--- config.mk ---
export PLATFORM = sky130hd
export DESIGN_NAME = grp_drive_ctl
export DESIGN_NICKNAME = d
export VERILOG_FILES = /design/src/rtl/grp_drive_ctl.sv
export SDC_FILE = /design/constraint.sdc
export NUM_CORES = 1
export LEC_CHECK = 0
export BUFFER_PORTS_ARGS = -buffer_cell sky130_fd_sc_hd__buf_4
export CELL_PAD_IN_SITES_DETAIL_PLACEMENT = 1
export CELL_PAD_IN_SITES_GLOBAL_PLACEMENT = 1
export CORE_MARGIN = 8
export CORE_UTILIZATION = 33
export CTS_BUF_LIST = sky130_fd_sc_hd__clkbuf_8 sky130_fd_sc_hd__clkbuf_16
export DETAILED_ROUTE_END_ITERATION = 10
export PLACE_DENSITY = 0.89
export SLEW_MARGIN = 25
export SYNTH_ARGS = -nofsm -noshare
export SYNTH_HDL_FRONTEND = slang
export SYNTH_SLANG_ARGS = --single-unit
--- constraint.sdc ---
create_clock -name clk -period 3.2 [get_ports clk]
set_input_delay 0.16 -clock clk [delete_from_list [all_inputs] [get_ports clk]]
set_output_delay 0.16 -clock clk [all_outputs]
set_load 0.02 [all_outputs]
--- src/rtl/grp_drive_ctl.sv ---
module grp_drive_ctl #(
  parameter int NGRP = 4,
  parameter int GW   = 8,
  localparam int NCH = NGRP * GW
) (
  input  logic            clk,
  input  logic            rst_n,
  input  logic [1:0]      run_state,
  input  logic [NCH-1:0]  vec_in,
  input  logic            seq_en_wr,
  input  logic [NGRP-1:0] seq_en_val,
  input  logic [NGRP-1:0] ext_en_raw,
  input  logic            dir_wr,
  input  logic            dir_out,
  input  logic [1:0]      halt_mode,
  output logic [NCH-1:0]  pin_out,
  output logic [NCH-1:0]  pin_oe,
  output logic            dir_err
);
  localparam logic [1:0] ST_RUN    = 2'd1;
  localparam logic [1:0] ST_PAUSE  = 2'd2;
  localparam logic [1:0] MODE_HIZ  = 2'd1;
  localparam logic [1:0] MODE_ZERO = 2'd2;

  logic            dir_q;
  logic [NGRP-1:0] seq_q, ext_s1, ext_s2, grp_en, grp_oe;
  logic [NCH-1:0]  last_q;
  logic            is_run, is_halt;

  assign is_run  = (run_state == ST_RUN);
  assign is_halt = !is_run && (run_state != ST_PAUSE);

  always_ff @(posedge clk) begin
    if (!rst_n) begin
      dir_q   <= 1'b0;
      dir_err <= 1'b0;
      seq_q   <= '1;
      ext_s1  <= '0;
      ext_s2  <= '0;
      last_q  <= '0;
    end else begin
      ext_s1  <= ext_en_raw;
      ext_s2  <= ext_s1;
      dir_err <= dir_wr && !is_halt;
      if (dir_wr && is_halt) dir_q <= dir_out;
      if (seq_en_wr) seq_q <= seq_en_val;
      if (is_run) last_q <= vec_in;
    end
  end

  assign grp_en = {NGRP{dir_q}} & seq_q & ext_s2;

  for (genvar g = 0; g < NGRP; g++) begin : g_grp
    assign grp_oe[g] = grp_en[g] && !(is_halt && halt_mode == MODE_HIZ);
    assign pin_oe[g*GW +: GW] = {GW{grp_oe[g]}};
  end

  assign pin_out = is_run ? vec_in :
                   (is_halt && halt_mode == MODE_ZERO) ? '0 : last_q;
endmodule

==> flow_metrics.py <==
metrics = {
    "pwr": {
        "comb_power_share": 0.199,
        "intPower_uw": 948,
        "switchingPower_uw": 327,
        "irDropWorstVdd_mv": 0.250,
        "power_per_cell_area_nw_per_um2": 456,
        "p_total_uw": 1280,
        "switching_share": 0.257,
        "power_leakage_uw": 0.00141,
        "power_frac_seq": 0.478,
        "clkPwrFrac": 0.323,
    },
    "status": {
        "status": "completed",
    },
    "synth": {
        "postSynthCellCount": 217,
        "ys_seq_area_frac": 0.455,
        "synth_largest_area_cell": "dfxtp_1",
        "syn_avg_cell_area_um2": 9.33,
        "ys_top_cells_by_count": "nor2_1 (59), dfxtp_1 (46), mux2i_1 (36), buf_4 (32), nor2_2 (10)",
        "synthArstFlopShare": 0,
        "synth-edff-count": 0,
        "yosys_warnings": 0,
        "synthTopCellsByArea": "dfxtp_1 (45%), mux2i_1 (18%), buf_4 (12%)",
        "synth_most_common_cell": "nor2_1",
        "synth-main-ff-cell": "dfxtp_1",
        "ys_seq_elements": 46,
        "ys_types": 17,
        "synth_top_area_frac": 0.455,
        "netlist_area_um2": 2030,
        "synthesis.nets": 267,
    },
    "setup_path": {
        "cp_num_cells": 7,
        "worst_path_max_delay_cell": "buf_4",
        "critPathTopFamily": "buffers and inverters",
        "crit_required_ns": 3.04,
        "crit_top_cell": "buf_4",
        "worstSetupStartpointType": "input port",
        "r2r_cells": 2,
        "max_stage_delay_ns": 0.44,
        "path_buf_inv": 4,
        "worstPathMaxFanout": 27,
        "path_cells": "buf_4, inv_1, ha_2, buf_4, mux2i_1, nor2_2, buf_4",
        "endpoint_kind": "output port",
        "critPathKind": "in -> out",
        "crit_arrival_ns": 1.66,
    },
    "sta": {
        "min_period_ns": 1.82,
        "clock_skew_ns": 0.000665,
        "finalSetupTns_ns": 0,
        "slew_viol_final": 0,
        "worst_pin_slew_ns": 0.895,
        "finalCritPeriodShare": 0.568,
        "max_freq_mhz": 550,
        "setup_viol": 0,
        "finalHoldViolations": 0,
        "rsz0062_at_grt": "false",
        "hold_slack_ns": 0.0782,
        "relSlewSlack": 0.400,
    },
    "final_layout": {
        "stdcell_count": 374,
        "finalNetCount": 348,
        "fill_cells": 713,
        "design_area_um2": 2790,
        "drive_gt1_frac": 0.448,
        "antenna_cells": 0,
        "area_growth_pct": 37.9,
    },
    "clock_network": {
        "cts_tree": "yes",
        "htree_levels": 2,
        "clk_latency_ns": 0.29,
        "clk_pin_slew_worst_paths_ns": 0.08,
        "cts_buffers": 5,
        "cts_root_buf": "clkbuf_8",
        "clk_path_buf_depth": 2,
        "cts-resized-gates": 0,
        "postCtsSetupBuffers": 0,
        "holdBufCountCts": 0,
        "clock-sinks": 46,
    },
    "worst_hold_path": {
        "hold_path_class": "in -> reg",
        "hold_path_depth": 2,
    },
    "die": {
        "core-area_um2": 5920,
        "die-area_um2": 8900,
        "start_util": 0.342,
        "num_rows": 28,
        "num_io_pins": 114,
        "fp.dieW_um": 94.4,
        "die_h_um": 94.4,
    },
    "global_route": {
        "antenna_found_initial": 0,
        "grt_pass1_vias": 1726,
        "grt_max_degree": 34,
        "grt_pass1_wl_mm": 8.98,
        "grt.total_usage": 0.129,
        "grt_overflow": 0,
    },
    "routing": {
        "routedWlPerCell_um": 15.6,
        "ant_nets": 0,
        "avgViaCountPerCell": 4.35,
        "drc": 0,
        "vias": 1626,
        "drtIter0Drc": 78,
        "firstDrtPassIters": 4,
        "finalWirelength_mm": 5.85,
    },
    "placed_design": {
        "placed_area_um2": 2690,
        "place_inst": 366,
        "io_buffers": 113,
        "place_congestion": 0.737,
        "dpl.hpwl_mm": 4.68,
    },
    "run": {
        "drv_cap": 0,
    },
}
==> kinds of logic (layout without fill, tap and decap cells) <==
logic type / count (synthesis) / after routing / share of synthesized area
fa+ha+maj: 1 / 1 / 0.00618
compound gates: 2 / 2 / 0.00741
simple gates: 89 / 89 / 0.196
mux: 36 / 36 / 0.178
buf+inv: 43 / 125 / 0.158
flops: 46 / 46 / 0.455
==> final timing paths <==
check / start / slack, ns / to
max: run_state[1] / 1.38 / pin_out[12]
min: ext_en_raw[3] / 0.08 / ext_s1[3]
max reg2reg: dir_q / 2.35 / dir_q
min reg2reg: ext_s1[1] / 0.44 / ext_s2[1]
==> per-layer routing <==
metal | part of all wire | GRT usage
met1 | 0.37 | 0.133
met2 | 0.53 | 0.235
met3 | 0.079 | 0.0460
met4 | 0.014 | 0.0436
met5 | 0 | 0
==> layout make-up <==
| type | instances | area [um2] | area share |
|---|---|---|---|
| flip-flops and latches | 46 | 921 | 0.330 |
| repair buffers | 115 | 863 | 0.309 |
| multi-input cells | 128 | 802 | 0.287 |
| well taps | 75 | 93.8 | 0.0336 |
| clock buffers | 5 | 68.8 | 0.0246 |
| clock inverters | 3 | 37.5 | 0.0134 |
| inverters | 2 | 7.51 | 0.00269 |
==> power groups by stage <==
stage | sequential [uW] | combinational, uW | clock (uW)
after floorplan | 621 | 145 | 0
after global placement | 621 | 252 | 0
after detailed placement | 623 | 257 | 0
after CTS | 610 | 258 | 427
after global routing | 612 | 276 | 457
final | 610 | 253 | 412
==> per-stage QoR <==
stage / util / setup slack [ns]
4_1_cts: 0.472 / 1.36
5_1_grt: 0.472 / 1.26
3_3_place_gp: 0.454 / 1.43
6_report: 0.472 / 1.38
2_1_floorplan: - / 1.57
3_5_place_dp: 0.454 / 1.37
==> registers in the layout, summed over array words and instances (netlist names) <==
| signal | count |
|---|---|
| dir_err | 1 |
| dir_q | 1 |
| ext_s1 | 4 |
| ext_s2 | 4 |
| last_q | 32 |
| seq_q | 4 |
==> cell usage in the layout, fill, tap and decap left out <==
cell type and n:
and2_1 8, clkbuf_8 5, a21oi_1 1, nor2_2 10, nand2_1 5, nor2_1 59
nor4bb_4 1, inv_1 3, mux2i_1 36, and3b_1 1, dfxtp_1 46, a21bo_2 1
clkinv_1 1, nand3_1 5, ha_2 1, buf_4 115, bufinv_16 1
==> worst reg2reg max path: stages, from the launching register on <==
cell and delay [ns]:
dfxtp_1 0.40, a21bo_2 0.24, a21oi_1 0.12
No activity file was read; power rests on OpenSTA's default activity.
